==> src/rtl/irq_regs_pkg.sv <==
package irq_regs_pkg;
  localparam int DATA_W = 8;
  localparam int SRC_W  = DATA_W - 1;
  localparam int CTL_BIT = DATA_W - 1;

  typedef logic [SRC_W-1:0]  src_vec_t;
  typedef logic [DATA_W-1:0] data_t;

  typedef struct packed {
    logic flag_wr;
    logic flag_rd;
    logic en_wr;
    logic en_rd;
  } reg_sel_t;
endpackage

==> src/rtl/irq_reg_decode.sv <==
module irq_reg_decode
  import irq_regs_pkg::*;
#(
  parameter int IDX_W    = 4,
  parameter int FLAG_IDX = 13,
  parameter int EN_IDX   = 14
) (
  input  logic [IDX_W-1:0] idx,
  input  logic             wr,
  input  logic             rd,
  output reg_sel_t         sel
);
  localparam logic [IDX_W-1:0] FLAG_CODE = IDX_W'(FLAG_IDX);
  localparam logic [IDX_W-1:0] EN_CODE   = IDX_W'(EN_IDX);

  logic hit_flag;
  logic hit_en;

  always_comb begin
    hit_flag    = (idx == FLAG_CODE);
    hit_en      = (idx == EN_CODE);
    sel.flag_wr = wr & hit_flag;
    sel.flag_rd = rd & hit_flag;
    sel.en_wr   = wr & hit_en;
    sel.en_rd   = rd & hit_en;
  end
endmodule

==> src/rtl/irq_flag_reg.sv <==
module irq_flag_reg
  import irq_regs_pkg::*;
(
  input  logic     clk,
  input  logic     rst_n,
  input  src_vec_t set_i,
  input  src_vec_t clr_i,
  input  logic     wr_clr_i,
  input  src_vec_t wr_data_i,
  output src_vec_t flag_q
);
  for (genvar b = 0; b < SRC_W; b++) begin : g_bit
    logic hit_clr;
    logic upd;
    logic bit_d;
    logic bit_q;

    // Set dominates: on any update the new value equals the set strobe.
    always_comb begin
      hit_clr = clr_i[b] | (wr_clr_i & wr_data_i[b]);
      upd     = set_i[b] | hit_clr;
      bit_d   = set_i[b];
    end

    always_ff @(posedge clk or negedge rst_n) begin
      if (!rst_n) begin
        bit_q <= 1'b0;
      end else if (upd) begin
        bit_q <= bit_d;
      end
    end

    assign flag_q[b] = bit_q;
  end
endmodule

==> src/rtl/irq_enable_reg.sv <==
module irq_enable_reg
  import irq_regs_pkg::*;
(
  input  logic     clk,
  input  logic     rst_n,
  input  logic     wr_i,
  input  data_t    wdata_i,
  output src_vec_t en_q
);
  src_vec_t en_d;

  always_comb begin
    en_d = en_q;
    if (wdata_i[CTL_BIT]) begin
      en_d = en_q | wdata_i[SRC_W-1:0];
    end else begin
      en_d = en_q & ~wdata_i[SRC_W-1:0];
    end
  end

  always_ff @(posedge clk or negedge rst_n) begin
    if (!rst_n) begin
      en_q <= '0;
    end else if (wr_i) begin
      en_q <= en_d;
    end
  end
endmodule

==> src/rtl/irq_readout.sv <==
module irq_readout
  import irq_regs_pkg::*;
#(
  parameter logic [irq_regs_pkg::SRC_W-1:0] LINE_MASK = 7'h44
) (
  input  src_vec_t flag_i,
  input  src_vec_t en_i,
  input  logic     flag_rd_i,
  input  logic     en_rd_i,
  output data_t    rdata_o,
  output logic     irq_o
);
  src_vec_t pend;

  always_comb begin
    pend  = flag_i & en_i;
    irq_o = |(pend & LINE_MASK);
    unique case (1'b1)
      flag_rd_i: rdata_o = {|pend, flag_i};
      en_rd_i:   rdata_o = {1'b1, en_i};
      default:   rdata_o = '0;
    endcase
  end
endmodule

==> src/rtl/irq_flag_enable.sv <==
module irq_flag_enable
  import irq_regs_pkg::*;
#(
  parameter int ADDR_W   = 13,
  parameter int IDX_LSB  = 9,
  parameter int IDX_W    = 4,
  parameter int FLAG_IDX = 13,
  parameter int EN_IDX   = 14,
  parameter logic [irq_regs_pkg::SRC_W-1:0] LINE_MASK = 7'h44
) (
  input  logic              clk,
  input  logic              rst_n,
  input  logic [ADDR_W-1:0] bus_addr,
  input  logic              bus_wr,
  input  logic              bus_rd,
  input  logic [7:0]        bus_wdata,
  output logic [7:0]        bus_rdata,
  input  logic [6:0]        src_set,
  input  logic [6:0]        src_clr,
  output logic              irq_o
);
  logic [1:0]       rst_pipe;
  logic             rst_sync_n;
  logic [IDX_W-1:0] idx;
  logic             unused_addr;
  reg_sel_t         sel;
  src_vec_t         flag_q;
  src_vec_t         en_q;

  always_ff @(posedge clk or negedge rst_n) begin
    if (!rst_n) begin
      rst_pipe <= 2'b00;
    end else begin
      rst_pipe <= {rst_pipe[0], 1'b1};
    end
  end
  assign rst_sync_n = rst_pipe[1];

  assign idx         = bus_addr[IDX_LSB +: IDX_W];
  assign unused_addr = ^bus_addr;

  irq_reg_decode #(
    .IDX_W    (IDX_W),
    .FLAG_IDX (FLAG_IDX),
    .EN_IDX   (EN_IDX)
  ) u_decode (
    .idx (idx),
    .wr  (bus_wr),
    .rd  (bus_rd),
    .sel (sel)
  );

  irq_flag_reg u_flags (
    .clk       (clk),
    .rst_n     (rst_sync_n),
    .set_i     (src_set),
    .clr_i     (src_clr),
    .wr_clr_i  (sel.flag_wr),
    .wr_data_i (bus_wdata[SRC_W-1:0]),
    .flag_q    (flag_q)
  );

  irq_enable_reg u_enables (
    .clk     (clk),
    .rst_n   (rst_sync_n),
    .wr_i    (sel.en_wr),
    .wdata_i (bus_wdata),
    .en_q    (en_q)
  );

  irq_readout #(
    .LINE_MASK (LINE_MASK)
  ) u_readout (
    .flag_i    (flag_q),
    .en_i      (en_q),
    .flag_rd_i (sel.flag_rd),
    .en_rd_i   (sel.en_rd),
    .rdata_o   (bus_rdata),
    .irq_o     (irq_o)
  );
endmodule

==> config.mk <==
export PLATFORM = sky130hd
export DESIGN_NAME = irq_flag_enable
export DESIGN_NICKNAME = d
export VERILOG_FILES = /design/src/rtl/irq_regs_pkg.sv /design/src/rtl/irq_reg_decode.sv /design/src/rtl/irq_flag_reg.sv /design/src/rtl/irq_enable_reg.sv /design/src/rtl/irq_readout.sv /design/src/rtl/irq_flag_enable.sv
export SDC_FILE = /design/constraint.sdc
export NUM_CORES = 1
export LEC_CHECK = 0
export BUFFER_PORTS_ARGS = -buffer_cell sky130_fd_sc_hd__buf_4
export CAP_MARGIN = 25
export CORE_UTILIZATION = 46
export DETAILED_ROUTE_END_ITERATION = 6
export PLACE_DENSITY_LB_ADDON = 0.08
export SYNTH_ARGS = -nofsm -noshare
export SYNTH_HDL_FRONTEND = slang
export SYNTH_HIERARCHICAL = 1
export SYNTH_SLANG_ARGS = --single-unit
==> constraint.sdc <==
create_clock -name clk -period 1.45 [get_ports clk]
set_input_delay 0.145 -clock clk [delete_from_list [all_inputs] [get_ports clk]]
set_output_delay 0.145 -clock clk [all_outputs]
set_load 0.02 [all_outputs]
==> key figures, run 1 <==
Timing
  • RSZ-0062 raised after global routing: no
  • Pins Over Slew Limit: 0
  • Setup_tns: 0 ns
  • Hold violation count in the final report: 0
  • Actual slew at the worst max-slew pin: approximately 0.57 ns
  • Fin Clk Skew: roughly 0.0075 ns
  • Fmax: between 0.7 and 0.8 GHz
  • Max_slew headroom: about three fifths
  • Final worst slack: about 0.070 ns
  • Period utilization: 95.18%
  • Fin crit period: roughly 1.4 ns
  • Setup-violating endpoint count in the final report: 0

Global routing
  • M2 GR Usage: about a third
  • Most Used Layer, Global Route: met2
  • First-pass GRT wire length: between 2000 and 3000 µm
  • Initial antenna violation count: 0
  • GRT Total Usage: between 10% and 20%
  • Vias in the first global route: around 680
  • Global-route met3 utilization: approximately 5.6%
  • Largest net degree at the start of global routing: 15
  • GRT overflow: 0
  • Met1 Use GR: 25.45%

Route
  • Residual DRC: 0
  • Avg WL per Cell: 12.38 µm
  • DRT iter0 DRCs: 15
  • DRT antenna net count: 0
  • Router iterations before antenna repair: 4
  • Routed vias/inst: approximately 5.1
  • Final wirelength: approximately 1800 µm
  • Via Count: around 750

Clock tree
  • CTS H-Tree Depth: 1
  • CTS sink count: 16
  • Setup Buffers After CTS: 0
  • CTS tree: yes
  • Clk_lat worst skew: roughly 0.28 ns
  • Clock buffer depth: 2
  • TritonCTS buffer count: 3
  • Clk root buf: clkbuf_4
  • Clock-pin slew on the worst setup and hold paths: about 0.090 ns

Critical path
  • CP max stage cell: dfrtp_1
  • Buf+Inv Stages, Crit Path: 1
  • Worst path cell trace: a22oi_2 > a41oi_2 > buf_4
  • CP startpoint kind: flop
  • Worst EP arrival: 1.24 ns
  • Slowest Stage Delay on Critical Path: 0.43 ns
  • CP Capture Type: primary output
  • CP top delay family: flip-flops
  • Crit Path Max Fanout: 3
  • Worst EP required: between 1 and 1.5 ns
  • Crit Path Class: flop to primary output

Placed design
  • Pre-CTS setup slack: about 0.24 ns
  • Dpl hpwl: about 1400 µm
  • Final Wtd Congestion: ~0.76
  • Post-Place Cell Area: around 1200 µm²
  • Count of input and output buffers: 38

Die
  • Height of the die: 45.54 µm
  • Rows: 15
  • CORE AREA: between 1500 and 2000 µm²
  • Initial core utilization: between 40% and 50%
  • DIE AREA: about 2100 µm²
  • Die W: ~46 µm
  • I/O pin count: 48

Power and ir drop
  • Max IR drop VDD: 0.6672 mV
  • Leak: between 0.0005 and 0.0006 µW
  • Cell Pwr Density: around 830 nW/µm²

Synth
  • Seq/Total Area, Yosys: a little under half
  • Syn Nets: ~120
  • Synth cell types: 19
  • Synth Area per Inst: about 11 µm²
  • Warnings, synthesis: 6
  • Post-Syn Instances: 83
  • Post-Synthesis Cell Area: 872.1 µm²
  • Synth Register Bits: 16

Run
  • Max_cap viols: 0

Finish
  • Ant. Diodes: 0
  • Final-stage net count: about 160
  • Layout cell share with drive strength beyond 1: a little under half
  • Commonest non-fill, non-tap cell in the layout: buf_4
  • Area grow syn2layout: 37.59%
  • Post-Layout Inst Area: 1200 µm²
  • Most frequent cells in the layout: 43 x buf_4, 16 x dfrtp_1, 14 x nand2_1, 8 x inv_1

Hold path
  • Hold Path Class: input port to flop

Run status
  • Status: finished, final reports clean
power breakdown:
group	leakage [µW]	total (µW)	internal [µW]	switching, µW
combinational	0.000384	209	129	80.1
clock	0.0000138	226	96.2	130
sequential	0.000188	556	500	55.4
total	0.000586	991	726	266
cells by family (layout without fill, tap and decap cells):
| family | count (synthesis) | count (layout) | share of synthesized area [%] |
|---|---|---|---|
| multiplexers | 7 | 7 | 9.039 |
| AO/OA/AOI/OAI | 19 | 19 | 20.52 |
| buffers and inverters | 17 | 55 | 11.33 |
| AND/OR/NAND/NOR | 23 | 23 | 12.77 |
| other | 1 | 1 | 0.4300 |
| flip-flops | 16 | 16 | 45.91 |
routing by layer:
| layer | vias to the layer above | wire, µm |
|---|---|---|
| met4 | 0 | 12 |
| met3 | 2 | 115 |
| met5 | - | 0 |
| met1 | 355 | 808 |
| li1 | 357 | - |
| met2 | 31 | 871 |
timing repair:
action	4_1_cts	5_1_grt
resized for setup	0	2
endpoints found under the setup margin	0	1
hold endpoints to repair	2	0
hold buffers	1	0
through the flow:
stage / hold slack [ns] / util [%] / total power (µW) / cells
after floorplan: -0.1506 / - / 670.8 / 83
final: 0.04714 / 68.75 / 991.3 / 146
after global routing: 0.03615 / 68.75 / 1043 / 146
after detailed placement: -0.07161 / 66.31 / 764.2 / 142
after CTS: 0.04308 / 68.17 / 992.3 / 146
after global placement: -0.07279 / 66.31 / 756.9 / 142
worst paths after layout:
| kind | from | endpoint | slack [ns] | depth (start not counted) |
|---|---|---|---|---|
| setup / recovery | u_flags/g_bit[2].bit_q | bus_rdata[7] | 0.07 | 3 |
| hold / removal | src_set[4] | u_flags/g_bit[4].bit_q | 0.05 | 2 |
| setup reg to reg | flop | flop | 0.63 | 1 |
| hold reg to reg | rst_pipe[1] | u_flags/g_bit[3].bit_q | 0.23 | 0 |
| max in group asynchronous | rst_pipe[1] | u_flags/g_bit[0].bit_q | 0.84 | 0 |
| min in group asynchronous | rst_n | rst_pipe[0] | 0.18 | 2 |
synthesized netlist by cell type, drive strengths merged:
master  number  area, µm²
conb         1      3.750
mux2         7      78.83
a41oi        1      16.27
a21oi        1      8.760
nand2       14      52.55
dfrtp       16      400.4
inv          8      30.03
nor2         5      21.27
a22o         7      65.06
a31o         7      61.31
buf          9      68.81
nand3        2      10.01
nand2b       2      27.53
a22oi        3      27.52
area by class of cell:
cell class / instances / area [µm²]
Clock buffer: 3 / 22.52
Fill cell: 142 / 545.5
Inverter: 8 / 30.03
Multi-Input combinational cell: 50 / 382.9
Sequential cell: 16 / 400.4
Tap cell: 25 / 31.28
Timing Repair Buffer: 44 / 332.8
Note: power is estimated with default switching activity, not from simulation.
==> run 2, diff against run 1 <==
Settings changed: ABC_AREA set to 1, CORE_UTILIZATION 46 to 47.
==> run 2 against run 1 <==
First-iteration DRC count down 6.7%. Cell count increased by 28%. Setup slack improved by 0.0024 ns. Sequential cell count unchanged. Highest routed layer unchanged. Global-route usage increased by 1.2 points. Largest cell class unchanged. Design area increased by 2.9%. Clock skew fell by 0.0068 ns. Power grew 6.8%. Non-clock buffer count fell by 1. Utilization is 1.3 points higher. Die area grew 2.3%. Hold slack got worse by 0.011 ns.
==> key figures, run 2 <==
Route
  • DRT iter0 DRCs: 14 (-1)
  • Avg WL per Cell: 10.73 µm (-13%)
  • Via Count: 877 (+18%)
  • Router iterations before antenna repair: 4 (unchanged)
  • Residual DRC: 0 (unchanged)
  • DRT antenna net count: 0 (unchanged)
  • Routed vias/inst: 4.690 (-8.1%)
  • Final wirelength: 2006 µm (+11%)

Hold path
  • Hold Path Class: input port to flop
  • Hold Path Stages: 3 (+1)

Finish
  • Most frequent cells in the layout: 49 x nand2_1, 41 x buf_4, 20 x inv_1, 16 x dfrtp_1, 14 x nand3_1
  • Final-stage net count: 202 (+25%)
  • Commonest non-fill, non-tap cell in the layout: nand2_1
  • Ant. Diodes: 0 (unchanged)
  • Area grow syn2layout: 35.39%
  • Layout cell share with drive strength beyond 1: 30.86% (-16 points)

Synth
  • Seq/Total Area, Yosys: 43.90% (-2.0 points)
  • Share of the synthesized area in the top cell type: 43.90% (-2.0 points)
  • Async S/R FF share, synth: 100.0% (unchanged)
  • Post-synth EDFFs: 0 (unchanged)
  • Synth Register Bits: 16 (unchanged)
  • Post-Synthesis Cell Area: 912.1 µm² (+4.6%)
  • Largest cells by area after synthesis: dfrtp_1 44%, nand2_1 20%, inv_1 8.2%, nand3_1 7.7%, buf_4 6.6%
  • Most common library cells after synthesis: 49 x nand2_1, 20 x inv_1, 16 x dfrtp_1, 14 x nand3_1, 8 x buf_4
  • Post-Syn Instances: 125 (+51%)
  • Syn Nets: 164 (+34%)
  • Warnings, synthesis: 6 (unchanged)
  • Synth Area per Inst: 7.297 µm² (-31%)
  • Count leader, synth: nand2_1
  • Synth cell types: 13 (-6)
  • Post-synth top flop: dfrtp_1
  • Post-synth top area cell: dfrtp_1

Clock tree
  • CTS H-Tree Depth: 1 (unchanged)
  • Clk_lat worst skew: 0.28 ns (about the same)
  • CTS sink count: 16 (unchanged)
  • Clk root buf: clkbuf_4
  • CTS tree: yes
  • TritonCTS buffer count: 3 (unchanged)
  • Clock-pin slew on the worst setup and hold paths: 0.09 ns (about the same)
  • Clock buffer depth: 2 (unchanged)

Die
  • Height of the die: 46.06 µm (+1.1%)
  • Die W: 46.06 µm (+1.1%)
  • Rows: 15 (unchanged)
  • DIE AREA: 2121 µm² (+2.3%)
  • I/O pin count: 48 (unchanged)
  • Initial core utilization: 51.70% (+1.7 points)
  • CORE AREA: 1764 µm² (+1.1%)

Critical path
  • Crit Path Max Fanout: 3 (unchanged)
  • Slowest Stage Delay on Critical Path: 0.40 ns (-0.03 ns)
  • CP Capture Type: primary output
  • Crit Path Class: flop to primary output
  • Worst EP required: 1.31 ns (about the same)
  • CP max stage cell: dfrtp_1
  • Most frequent CP cell: nand2_1
  • Worst EP arrival: 1.23 ns (about the same)
  • Register-to-Register Path Depth: 2 (+1)
  • CP startpoint kind: flop
  • Worst path cell trace: nand2_1 > nand2_2 > nor2_2 > nand2_1 > nand2_1 > nand2_1 > buf_6

Power and ir drop
  • Final Power: 1058 µW (+6.8%)
  • Combinational Power Share: 21.0% (about the same)
  • Clock power share: 27.4% (+4.6 points)
  • Sequential Power Share: 51.6% (-4.5 points)
  • Leak: 0.0007062 µW (+20%)
  • Switching power total: 291.4 µW (+9.7%)
  • Cell Pwr Density: 857.1 nW/µm² (+3.7%)
  • Max IR drop VDD: 0.5851 mV (-12%)
  • Switching power share of the total: 27.53% (+0.74 points)
  • Int Pwr: 767.0 µW (+5.7%)

Run
  • Max_cap viols: 0 (unchanged)

Run status
  • Status: finished, final reports clean

Global routing
  • Initial antenna violation count: 0 (unchanged)
  • GRT Total Usage: 20.95% (+1.2 points)
  • First-pass GRT wire length: 3111 µm (+9.2%)
  • Largest net degree at the start of global routing: 15 (unchanged)
  • GRT overflow: 0 (unchanged)
  • Vias in the first global route: 737 (+8.1%)

Placed design
  • Count of input and output buffers: 38 (unchanged)
  • Pre-CTS setup slack: 0.3538 ns (+0.1133 ns)
  • Dpl hpwl: 1482 µm (+5.4%)
  • Final Wtd Congestion: 0.7663 (+0.79%)

Timing
  • Fin Clk Skew: 0.0006203 ns (-0.006841 ns)
  • Actual slew at the worst max-slew pin: 0.5994 ns (+0.02923 ns)
  • Setup-violating endpoint count in the final report: 0 (unchanged)
  • Max_slew headroom: 60.04% (-1.9 points)
  • Hold violation count in the final report: 0 (unchanged)
  • Final worst slack: 0.07236 ns (+0.002405 ns)
  • RSZ-0062 raised after global routing: yes
  • Fmax: 0.7259 GHz (+0.17%)
  • Fin crit period: 1.378 ns (-0.002405 ns)
  • Period utilization: 95.01% (-0.17 points)
  • Setup_tns: 0 ns (unchanged)
  • Pins Over Slew Limit: 0 (unchanged)
-- run 2: cell count changes after synthesis, sizes merged, moves of 4 or more --
| cell | previous run | this run |
|---|---|---|
| nor3 | 0 | 4 |
| mux2 | 7 | 0 |
| inv | 8 | 20 |
| a31o | 7 | 0 |
| nand2 | 14 | 51 |
| nand3 | 2 | 14 |
-- run 2: final cells by class --
cell class	count	area, µm²
tap	25	31.28
inverter	20	75.07
timing repair buffer	43	329.1
fill	164	529.3
clock buffer	4	36.28
multi-input combinational	79	362.8
sequential	16	400.4
-- run 2: power by group through the flow --
stage | registers [µW] | clock network (µW) | logic, µW
after CTS | 546 | 307 | 218
after detailed placement | 555 | 0 | 215
final | 546 | 291 | 222
after global routing | 555 | 316 | 252
after floorplan | 539 | 0 | 135
after global placement | 551 | 0 | 208
-- run 2: path summary, 6_finish.rpt --
kind                                         from                     end  slack (ns)
min reg2reg                           rst_pipe[1]  u_flags/g_bit[0].bit_q        0.25
max reg2reg                                  flop                    flop        0.79
min                                    src_set[1]  u_flags/g_bit[1].bit_q        0.04
min in group asynchronous                   rst_n             rst_pipe[0]        0.19
max in group asynchronous             rst_pipe[1]  u_flags/g_bit[6].bit_q        0.81
max                        u_flags/g_bit[2].bit_q            bus_rdata[7]        0.07
-- run 2: metal layers --
| metal | vias to the layer above | share of wire [%] | track usage (%) |
|---|---|---|---|
| met5 | - | 0 | 0 |
| met4 | 0 | 1.1 | 8.824 |
| met3 | 4 | 6.8 | 3.529 |
| met2 | 40 | 50 | 36.06 |
| met1 | 384 | 42 | 25.62 |
| li1 | 449 | - | - |
-- run 2: what timing repair did --
item	4_1_cts	5_1_grt
setup endpoints to repair	0	1
hold endpoints to repair	2	0
resized for setup	0	2
setup buffers	0	0
hold buffers	1	0
-- run 2: worst max-delay path, delay by kind of cell, from the launching register on --
family / cells / cell delay [ns]
flops: 1 / 0.40
buf+inv: 1 / 0.13
simple gates: 6 / 0.42
-- run 2: metrics by stage --
stage | util, % | instances | instance area (µm²) | hold WS, ns
finish | 70.00 | 187 | 1235 | 0.03645
detailed placement | 67.02 | 182 | 1182 | -0.07180
CTS | 69.65 | 187 | 1229 | 0.02586
global placement | 67.02 | 182 | 1182 | -0.07314
global route | 70.00 | 187 | 1235 | 0.02831
floorplan | - | 125 | 912.1 | -0.1506
-- run 2: logic make-up after synthesis --
logic type | Yosys count | share of synthesized area, %
AO/OA/AOI/OAI | 7 | 6.859
buffers and inverters | 30 | 16.60
flip-flops | 16 | 43.90
other | 1 | 0.4111
AND/OR/NAND/NOR | 71 | 32.24
